### src/rtl/motor_sleep_seq.sv
module motor_sleep_seq #(
  parameter int QUIET_CYC = 50_000_000,
  parameter int FILT_CYC  = 60
) (
  input  logic clk,
  input  logic rst_n,
  input  logic en_pin,
  input  logic en_inv,
  input  logic rst_pin,
  input  logic brake_mode,
  input  logic fb_pulse,
  output logic drive_off,
  output logic brake_sel,
  output logic pwr_down,
  output logic reload_req,
  output logic fault_clr,
  output logic dp_init
);
  localparam int QW = $clog2(QUIET_CYC + 1);
  localparam int FW = $clog2(FILT_CYC + 1);

  typedef enum logic [2:0] {S_RUN, S_STOP, S_SLEEP, S_RWAIT, S_RHOLD} st_t;

  st_t           st, st_nx;
  logic [QW-1:0] qcnt;
  logic [FW-1:0] fcnt;
  logic          fb_q, inv_q, inv_vld, pend, init_p;

  wire en_act    = en_pin ^ en_inv;
  wire fb_edge   = fb_pulse ^ fb_q;
  wire pol_chg   = inv_vld & (en_inv ^ inv_q);
  wire dis_hit   = !en_act && (fcnt == FW'(FILT_CYC - 1));
  wire quiet_hit = !fb_edge && (qcnt == QW'(QUIET_CYC - 1));
  wire wake      = (st == S_SLEEP) && en_act;
  wire apply_rst = wake && (pend || rst_pin);
  wire waiting   = (st == S_STOP) || (st == S_RWAIT);

  always_comb begin
    st_nx = st;
    case (st)
      S_RUN:   if (rst_pin) st_nx = S_RWAIT;
               else if (dis_hit || pol_chg) st_nx = S_STOP;
      S_STOP:  if (quiet_hit) st_nx = S_SLEEP;
      S_SLEEP: if (en_act) st_nx = rst_pin ? S_RHOLD : S_RUN;
      S_RWAIT: if (quiet_hit) st_nx = S_RHOLD;
      S_RHOLD: if (!rst_pin) st_nx = en_act ? S_RUN : S_STOP;
      default: st_nx = S_RUN;
    endcase
  end

  always_ff @(posedge clk or negedge rst_n) begin
    if (!rst_n) begin
      st      <= S_RUN;
      qcnt    <= '0;
      fcnt    <= '0;
      fb_q    <= 1'b0;
      inv_q   <= 1'b0;
      inv_vld <= 1'b0;
      pend    <= 1'b0;
      init_p  <= 1'b0;
    end else begin
      st      <= st_nx;
      fb_q    <= fb_pulse;
      inv_q   <= en_inv;
      inv_vld <= 1'b1;
      init_p  <= ((st == S_RWAIT) && quiet_hit) || apply_rst;

      if (waiting) qcnt <= fb_edge ? '0 : qcnt + 1'b1;
      else         qcnt <= '0;

      if ((st == S_RUN) && !en_act) fcnt <= dis_hit ? fcnt : fcnt + 1'b1;
      else                          fcnt <= '0;

      if (wake)                                                pend <= 1'b0;
      else if (((st == S_STOP) || (st == S_SLEEP)) && rst_pin) pend <= 1'b1;
    end
  end

  assign drive_off  = (st != S_RUN);
  assign pwr_down   = (st == S_SLEEP);
  assign brake_sel  = brake_mode && drive_off && !pwr_down;
  assign reload_req = init_p;
  assign fault_clr  = init_p;
  assign dp_init    = init_p;
endmodule


### config.mk
export PLATFORM = sky130hd
export DESIGN_NAME = motor_sleep_seq
export DESIGN_NICKNAME = d
export VERILOG_FILES = /design/src/rtl/motor_sleep_seq.sv
export SDC_FILE = /design/constraint.sdc
export NUM_CORES = 1
export LEC_CHECK = 0
export ABC_CLOCK_PERIOD_IN_PS = 2200
export BUFFER_PORTS_ARGS = -buffer_cell sky130_fd_sc_hd__buf_4
export CAP_MARGIN = 20
export CORE_AREA = 2 2 62 64
export DETAILED_ROUTE_END_ITERATION = 16
export DIE_AREA = 0 0 64 66
export GPL_ROUTABILITY_DRIVEN = 0
export PLACE_DENSITY = 0.83
export REMOVE_ABC_BUFFERS = 1
export SYNTH_ARGS = -nofsm -noshare
export SYNTH_HDL_FRONTEND = slang
export SYNTH_SLANG_ARGS = --single-unit
### constraint.sdc
create_clock -name clk -period 2.2 [get_ports clk]
set_clock_uncertainty 0.1 [all_clocks]
set_input_delay 0.33 -clock clk [delete_from_list [all_inputs] [get_ports clk]]
set_output_delay 0.33 -clock clk [all_outputs]
set_load 0.005 [all_outputs]
==> impl_metrics.json, run 1 <==
{
  "post_cts_buffers": 0,
  "finalSetupViolCount": 0,
  "clk_latency_ns": 0.35,
  "overflow": 0,
  "grt_pass1_vias": 1531,
  "finalPower_mw": 1.67,
  "required_ns": 2.37,
  "vias_per_cell": 5.83,
  "worstSetupPathType": "flop to flop",
  "critical_path.endpoint_type": "flop",
  "die_area_sq_mm": 0.00422,
  "antenna_cells": 0,
  "cts_buffer_depth": 2,
  "placed_area_sq_mm": 0.00221,
  "hold_path.class": "input port to flop",
  "fin_crit_sh_pct": 93.5,
  "dr.pass1.iters": 5,
  "synth_top_family_by_area": "simple AND/OR/NAND/NOR gates",
  "path_max_fanout": 14,
  "worst_slack_ns": 0.143,
  "antenna_found_initial": 0,
  "syn_inst": 219,
  "clk_pin_slew_ns": 0.11,
  "synthesis.area_sq_mm": 0.00208,
  "synth_adder_area_share_pct": 1.20,
  "nNetsFinal": 243,
  "ys.flop_type": "dfrtp_1",
  "die_y_um": 66,
  "cp.arrival_ns": 2.23,
  "min_period_ns": 2.06,
  "crit_family": "simple AND/OR/NAND/NOR gates",
  "area.growth.synth_to_final_pct": 12.0,
  "drc": 0,
  "root_buffer": "clkbuf_4",
  "startpoint_type": "flop",
  "dp.cells": 273,
  "status": "finished, final reports clean",
  "num_rows": 22,
  "hold_viol_final": 0,
  "ir_drop_v": 0.000377,
  "max_freq_mhz": 486,
  "pin_count": 13,
  "clock_sinks": 40,
  "slowest_delay_ns": 0.63,
  "path_cells": "nand3_2 -> or4_4 -> or4_1 -> a21oi_1",
  "cts_buffers": 5,
  "start_util_pct": 58.7,
  "ys_types": 42,
  "powerDensity_mw_per_mm2": 717,
  "synth_edf_count": 0,
  "grt_pass1_wl_um": 6850,
  "max_cap_viol_count": 0,
  "ys_seq_area_share_pct": 48.0,
  "drive_gt1_share_pct": 14.5,
  "postRouteWirelength_um": 3880,
  "rr_worst_depth": 4,
  "cts_max_level": 2,
  "coreArea_sq_mm": 0.00355,
  "synth_simple_gate_area_share_pct": 27.3,
  "drtIter0Drc": 135,
  "slew_viol_final": 0,
  "ys.warnings.count": 0,
  "grt_max_degree": 41,
  "avgRoutedWirePerCell_um": 13.7,
  "worst-path-buf-inv": 0,
  "fp.dieW_um": 64,
  "finish.instance_area_sq_mm": 0.00233,
  "dr_total_vias": 1649,
  "grt_use_total_pct": 21.1,
  "hold_slack_ns": 0.0306,
  "synth_seq_cells": 40,
  "async_reset_ff_share_pct": 100,
  "setup_tns_ns": 0,
  "synth.area.mux_share_pct": 0.961,
  "stdcell_count": 283,
  "crit_slowest_cell": "or4_4",
  "dp.final_hpwl_um": 2720,
  "syn_avg_cell_area_sq_um": 9.51,
  "worstHoldPathCells": 1,
  "leakagePower_nw": 0.956,
  "fillers": 288,
  "cp.depth": 4,
  "final_antenna_net_count": 0,
  "io_buffers": 12,
  "rsz0062_at_grt": "false",
  "cts_tree": "built",
  "finish.utilization_pct": 65.7,
  "synth_compound_area_share_pct": 11.5,
  "place_ws_ns": 0.180,
  "synth_xor_area_share_pct": 7.57
}
synth_stat cells, drive strengths merged, types with 6 or more instances:
cell type / n / area (sq um)
dfrtp: 40 / 1000
and3: 6 / 37.5
nor2: 22 / 82.6
xnor2: 8 / 70.1
or3: 12 / 76.3
nand2: 13 / 48.8
or4: 8 / 63.8
o21ai: 8 / 40.0
a21oi: 17 / 85.1
nand4: 6 / 37.5
nand3: 14 / 75.1
clkbuf: 8 / 30.0
o31ai: 6 / 45.0
xor2: 10 / 87.6
logic make-up after synthesis:
| group | count (synthesis) |
|---|---|
| AND/OR/NAND/NOR | 102 |
| AO/OA/AOI/OAI | 40 |
| flip-flops | 40 |
| XOR/XNOR | 18 |
| buffers and inverters | 14 |
| adder cells (fa/ha/maj) | 2 |
| multiplexers | 2 |
| other | 1 |
repair_timing:
action | 4_1_cts | 5_1_grt
endpoints found under the setup margin | 0 | 2
hold buffers | 2 | 0
gates resized for setup | 0 | 1
endpoints found under the hold margin | 41 | 0
area by class of cell:
| cell class | count | area (sq um) | share of cell area [%] |
|---|---|---|---|
| Sequential cell | 40 | 1000 | 42.9 |
| Timing Repair Buffer | 19 | 148 | 6.33 |
| Multi-Input combinational cell | 165 | 1020 | 43.6 |
| Clock inverter | 1 | 30.0 | 1.29 |
| Inverter | 3 | 11.3 | 0.483 |
| Clock buffer | 7 | 65.1 | 2.79 |
| Tap cell | 48 | 60.1 | 2.57 |
where the power goes:
| group | total, mW | internal (mW) | switching [mW] |
|---|---|---|---|
| sequential | 0.846 | 0.786 | 0.0604 |
| clock | 0.534 | 0.302 | 0.232 |
| combinational | 0.293 | 0.129 | 0.164 |
| total | 1.67 | 1.22 | 0.457 |
metal layers:
metal	GRT usage [%]	part of all wire, %	vias to the layer above
met5	0	0	-
met4	10.3	1.3	0
met3	4.77	4.5	6
met2	35.5	49	42
met1	25.5	46	780
li1	-	-	821
layout by cell type, fill, tap and decap left out, types with 2 or more instances in the layout:
cell type       n
a21oi_1        17
and3_1          6
buf_4          17
clkbuf_4        5
clkbuf_8        2
dfrtp_1        40
dlygate4sd3_1   2
ha_1            2
inv_1           3
mux2i_1         2
nand2_1        13
nand2b_1        4
nand3_1        13
nand4_1         6
nor2_1         22
nor3_1          4
nor4_1          2
nor4b_1         3
o21a_1          2
o21ai_0         8
o31ai_1         6
or2_2           2
or3_1          11
or4_1           6
or4_4           2
xnor2_1         8
xor2_1         10
final timing paths:
| check | to | startpoint | slack, ns |
|---|---|---|---|
| worst max-delay path | qcnt[25] | qcnt[9] | 0.14 |
| worst min-delay path | inv_q | en_inv | 0.03 |
| worst max register to register | qcnt[25] | qcnt[9] | 0.14 |
| worst min register to register | qcnt[0] | qcnt[0] | 0.39 |
| max in group asynchronous | fcnt[0] | rst_n | 1.28 |
| min in group asynchronous | qcnt[24] | rst_n | 0.37 |
worst reg2reg max path, stage by stage, from the launching register on:
cell	delay [ns]
dfrtp_1	0.44
nand3_2	0.13
or4_4	0.63
or4_1	0.52
a21oi_1	0.16
sequential cells by signal, indices dropped and copies added (netlist names):
name and flops:
dp_init 1, fcnt 6, inv_q 1, qcnt 26
st 3, inv_vld 1, fb_q 1, pend 1
Note: power is estimated with default switching activity, not from simulation.
==> run 2: changes to the inputs <==
Settings changed: CORE_AREA 2 2 62 64 to 10 10 70 72, DIE_AREA 0 0 64 66 to 0 0 80 82.
==> run 2 against run 1 <==
Against the previous run:
- maximum frequency up 0.12%
- register-to-register slack about the same
- sequential share of layout area up 1.0 points
- hold slack better by 0.0010 ns
- clock power down 31%
- first-iteration DRC count down 1.5%
- critical path type unchanged
- flip-flop and latch count unchanged
- critical endpoint is now qcnt[22]
- non-clock buffer count down 2
- routed wire length up 3.5%
==> impl_metrics.json, run 2 (same netlist as run 1, synthesis figures left out) <==
{
  "path_max_fanout": 8,
  "num_rows": 22,
  "io_buffers": 12,
  "finalPower_mw": 1.51,
  "required_ns": 2.39,
  "place_ws_ns": 0.0691,
  "hold_path.class": "input port to flop",
  "overflow": 0,
  "status": "finished, final reports clean",
  "worstSetupPathType": "flop to flop",
  "regMostFlops": "qcnt",
  "cp.arrival_ns": 2.25,
  "start_util_pct": 58.2,
  "rsz0062_at_grt": "false",
  "largestRegisters": "qcnt (26), fcnt (6), st (3)",
  "dr.pass1.iters": 6,
  "finalSetupViolCount": 0,
  "clk_pin_slew_ns": 0.13,
  "final_antenna_net_count": 0,
  "leakagePower_nw": 0.929,
  "cts_max_level": 2,
  "drtIter0Drc": 133,
  "ir_drop_v": 0.000502,
  "max_cap_viol_count": 0,
  "fin_crit_sh_pct": 93.4,
  "cts_tree": "built",
  "die_area_sq_mm": 0.00656,
  "rr_worst_depth": 5,
  "drive_gt1_share_pct": 13.7,
  "nNetsFinal": 241,
  "fp.dieW_um": 80,
  "drc": 0,
  "largest_reg_flops": 26,
  "critical_path.endpoint_type": "flop",
  "grt_pass1_vias": 1612,
  "slew_viol_final": 0,
  "antenna_cells": 0,
  "die_y_um": 82,
  "finish.utilization_pct": 63.7,
  "pin_count": 13,
  "coreArea_sq_mm": 0.00358,
  "grt_use_total_pct": 13.4,
  "grt_pass1_wl_um": 7090,
  "avgRoutedWirePerCell_um": 14.3,
  "dp.final_hpwl_um": 2890,
  "final_cell_mix": "dfrtp_1 (40), nor2_1 (22), a21oi_1 (17)",
  "clock_sinks": 40,
  "hold_slack_ns": 0.0316,
  "antenna_found_initial": 0,
  "worstHoldPathCells": 1,
  "setup_tns_ns": 0,
  "worst_slack_ns": 0.145,
  "dr_total_vias": 1655,
  "fillers": 306,
  "area.growth.synth_to_final_pct": 9.43,
  "final_common_cell": "dfrtp_1",
  "grt_max_degree": 41,
  "cts_buffers": 5,
  "slew_headroom_pct": 66.4,
  "cts_buffer_depth": 2,
  "root_buffer": "clkbuf_4",
  "clk_latency_ns": 0.36,
  "powerDensity_mw_per_mm2": 663,
  "max_freq_mhz": 487,
  "tightest_slew_ns": 0.499,
  "hold_viol_final": 0,
  "min_period_ns": 2.05,
  "vias_per_cell": 5.89,
  "startpoint_type": "flop",
  "postRouteWirelength_um": 4010
}
[run 2: cell count changes in the layout (fill, tap and decap cells not counted), sizes merged]
cell / delta
clkinv: +3
bufinv: -1
clkbuf: -2
buf: -2
[run 2: metrics by stage]
stage                     cells  cell area (sq um)
after floorplan             208               2030
after global placement      271               2200
after detailed placement    271               2200
after CTS                   281               2280
after global routing        281               2280
final                       281               2280
[run 2: report_power, final]
group | internal [mW] | switching (mW)
combinational | 0.126 | 0.165
sequential | 0.786 | 0.0647
clock | 0.123 | 0.248
total | 1.03 | 0.477
[run 2: final timing paths]
kind,startpoint,to,slack (ns)
worst min-delay path,en_inv,inv_q,0.03
worst max-delay path,qcnt[0],qcnt[22],0.15
worst max register to register,qcnt[0],qcnt[22],0.15
max in group asynchronous,rst_n,qcnt[23],1.29
worst min register to register,qcnt[0],qcnt[0],0.39
min in group asynchronous,rst_n,qcnt[10],0.36
[run 2: timing repair]
action,in CTS,in global routing
setup endpoints to repair,0,3
hold buffers,2,0
setup buffers,0,0
gates resized for setup,0,1
endpoints found under the hold margin,41,0
[run 2: layer usage]
| metal | up-vias | global-route usage [%] | share of wire, % |
|---|---|---|---|
| li1 | 816 | - | - |
| met1 | 801 | 17.0 | 48 |
| met2 | 33 | 21.3 | 47 |
| met3 | 5 | 3.93 | 4.0 |
| met4 | 0 | 4.75 | 1.1 |
| met5 | - | 0 | 0 |
[run 2: layout make-up]
class	count	area, sq um	area share [%]
clock buffer	5	37.5	1.65
sequential	40	1000	43.9
timing repair buffer	17	133	5.82
multi-input combinational	165	1020	44.7
clock inverter	3	18.8	0.823
tap	48	60.1	2.63
inverter	3	11.3	0.494
[run 2: critical path, stage by stage (launching register included)]
cell and delay, ns:
dfrtp_1 0.40, ha_1 0.26, nand3_1 0.15, or4_4 0.58, or3_1 0.36, a21oi_1 0.15
==> run 3: changes to the inputs <==
Settings changed: PLACE_DENSITY 0.83 to 0.89.
==> run 3 against run 2 <==
Against the previous run:
- total power rose by 11%
- die area did not move
- sequential power barely moved
- register-to-register slack barely moved
- critical path depth fell by 1
- global-route usage fell by 0.56 points
- critical endpoint is now qcnt[21]
- largest cell class unchanged
- highest routed layer unchanged
==> impl_metrics.json, run 3 (same netlist as run 1, synthesis figures left out) <==
{
  "drc": 0,
  "root_buffer": "clkbuf_4",
  "setup_tns_ns": 0,
  "dp.final_hpwl_um": 2820,
  "critical_path.endpoint_type": "flop",
  "largestRegisters": "qcnt (26), fcnt (6), st (3)",
  "coreArea_sq_mm": 0.00358,
  "antenna_cells": 0,
  "max_freq_mhz": 484,
  "finalPower_mw": 1.67,
  "cts_buffers": 5,
  "grt_pass1_vias": 1571,
  "dr_total_vias": 1660,
  "drive_gt1_share_pct": 13.4,
  "clk_pin_slew_ns": 0.11,
  "postRouteWirelength_um": 3930,
  "post_cts_buffers": 0,
  "area.growth.synth_to_final_pct": 10.6,
  "powerDensity_mw_per_mm2": 726,
  "final_common_cell": "dfrtp_1",
  "cts_buffer_depth": 2,
  "placed_area_sq_mm": 0.00218,
  "overflow": 0,
  "dr.pass1.iters": 4,
  "rsz0062_at_grt": "false",
  "cts_max_level": 2,
  "avgRoutedWirePerCell_um": 14.1,
  "stdcell_count": 279,
  "final_cell_mix": "dfrtp_1 (39), nor2_1 (22), a21oi_1 (17)",
  "die_area_sq_mm": 0.00656,
  "finish.instance_area_sq_mm": 0.00230,
  "reg2reg_slack_ns": 0.13,
  "clk_latency_ns": 0.34,
  "multi_input_area_sq_mm": 0.00102,
  "layout.area.seq_sq_mm": 0.00100,
  "finalSetupViolCount": 0,
  "clock_sinks": 40,
  "hold_viol_final": 0,
  "fin_crit_sh_pct": 93.9,
  "path_max_fanout": 14,
  "hold_path.class": "input port to flop",
  "finish.utilization_pct": 64.4,
  "num_rows": 22,
  "grt_pass1_wl_um": 6830,
  "regMostFlops": "qcnt",
  "nNetsFinal": 239,
  "slew_viol_final": 0,
  "status": "finished, final reports clean",
  "grt_use_total_pct": 12.8,
  "fillers": 281,
  "grt_max_degree": 41,
  "die_y_um": 82,
  "startpoint_type": "flop",
  "min_period_ns": 2.07,
  "pin_count": 13,
  "ir_drop_v": 0.000467,
  "largest_reg_flops": 26,
  "max_cap_viol_count": 0,
  "required_ns": 2.37,
  "start_util_pct": 58.2,
  "final_antenna_net_count": 0,
  "worstSetupPathType": "flop to flop",
  "cts_tree": "built",
  "place_ws_ns": 0.113,
  "hold_slack_ns": 0.0445,
  "dp.cells": 269,
  "fp.dieW_um": 80,
  "vias_per_cell": 5.95,
  "drtIter0Drc": 160,
  "io_buffers": 12,
  "worst_slack_ns": 0.133,
  "cp.arrival_ns": 2.24,
  "antenna_found_initial": 0,
  "leakagePower_nw": 0.934
}
[run 3: final timing paths]
path,startpoint,endpoint,cells past startpoint
worst max-delay path,qcnt[8],qcnt[21],4
worst min-delay path,en_inv,inv_q,1
worst max register to register,qcnt[8],qcnt[21],4
worst min register to register,qcnt[0],qcnt[0],1
max in group asynchronous,rst_n,qcnt[7],2
min in group asynchronous,rst_n,qcnt[18],2
[run 3: power breakdown]
group	leakage [nW]	internal [mW]	switching, mW
sequential	0.539	0.786	0.0618
clock	0.0515	0.302	0.226
combinational	0.344	0.126	0.171
[run 3: final cells by class]
cell class,count,area share [%]
clock buffers,7,2.82
clock inverters,1,1.30
inverters,3,0.489
multi-input cells,165,44.2
flip-flops and latches,40,43.5
well taps,48,2.61
repair buffers,15,5.10
[run 3: timing repair]
item | 4_1_cts | 5_1_grt
gates resized for setup | 0 | 2
hold buffers | 1 | 1
endpoints found under the setup margin | 0 | 3
hold endpoints to repair | 40 | 1
[run 3: worst max-delay path, stage by stage, from the launching register on]
cell     delay, ns
dfrtp_1       0.45
nand3_2       0.13
or4_4         0.64
or4_1         0.53
a21oi_1       0.15
[run 3: metal layers]
layer | up-vias | GRT usage (%) | share of wire (%)
met2 | 35 | 20.9 | 50
met5 | - | 0 | 0
met3 | 5 | 2.62 | 3.0
met1 | 810 | 16.1 | 45
li1 | 810 | - | -
met4 | 0 | 5.81 | 1.6
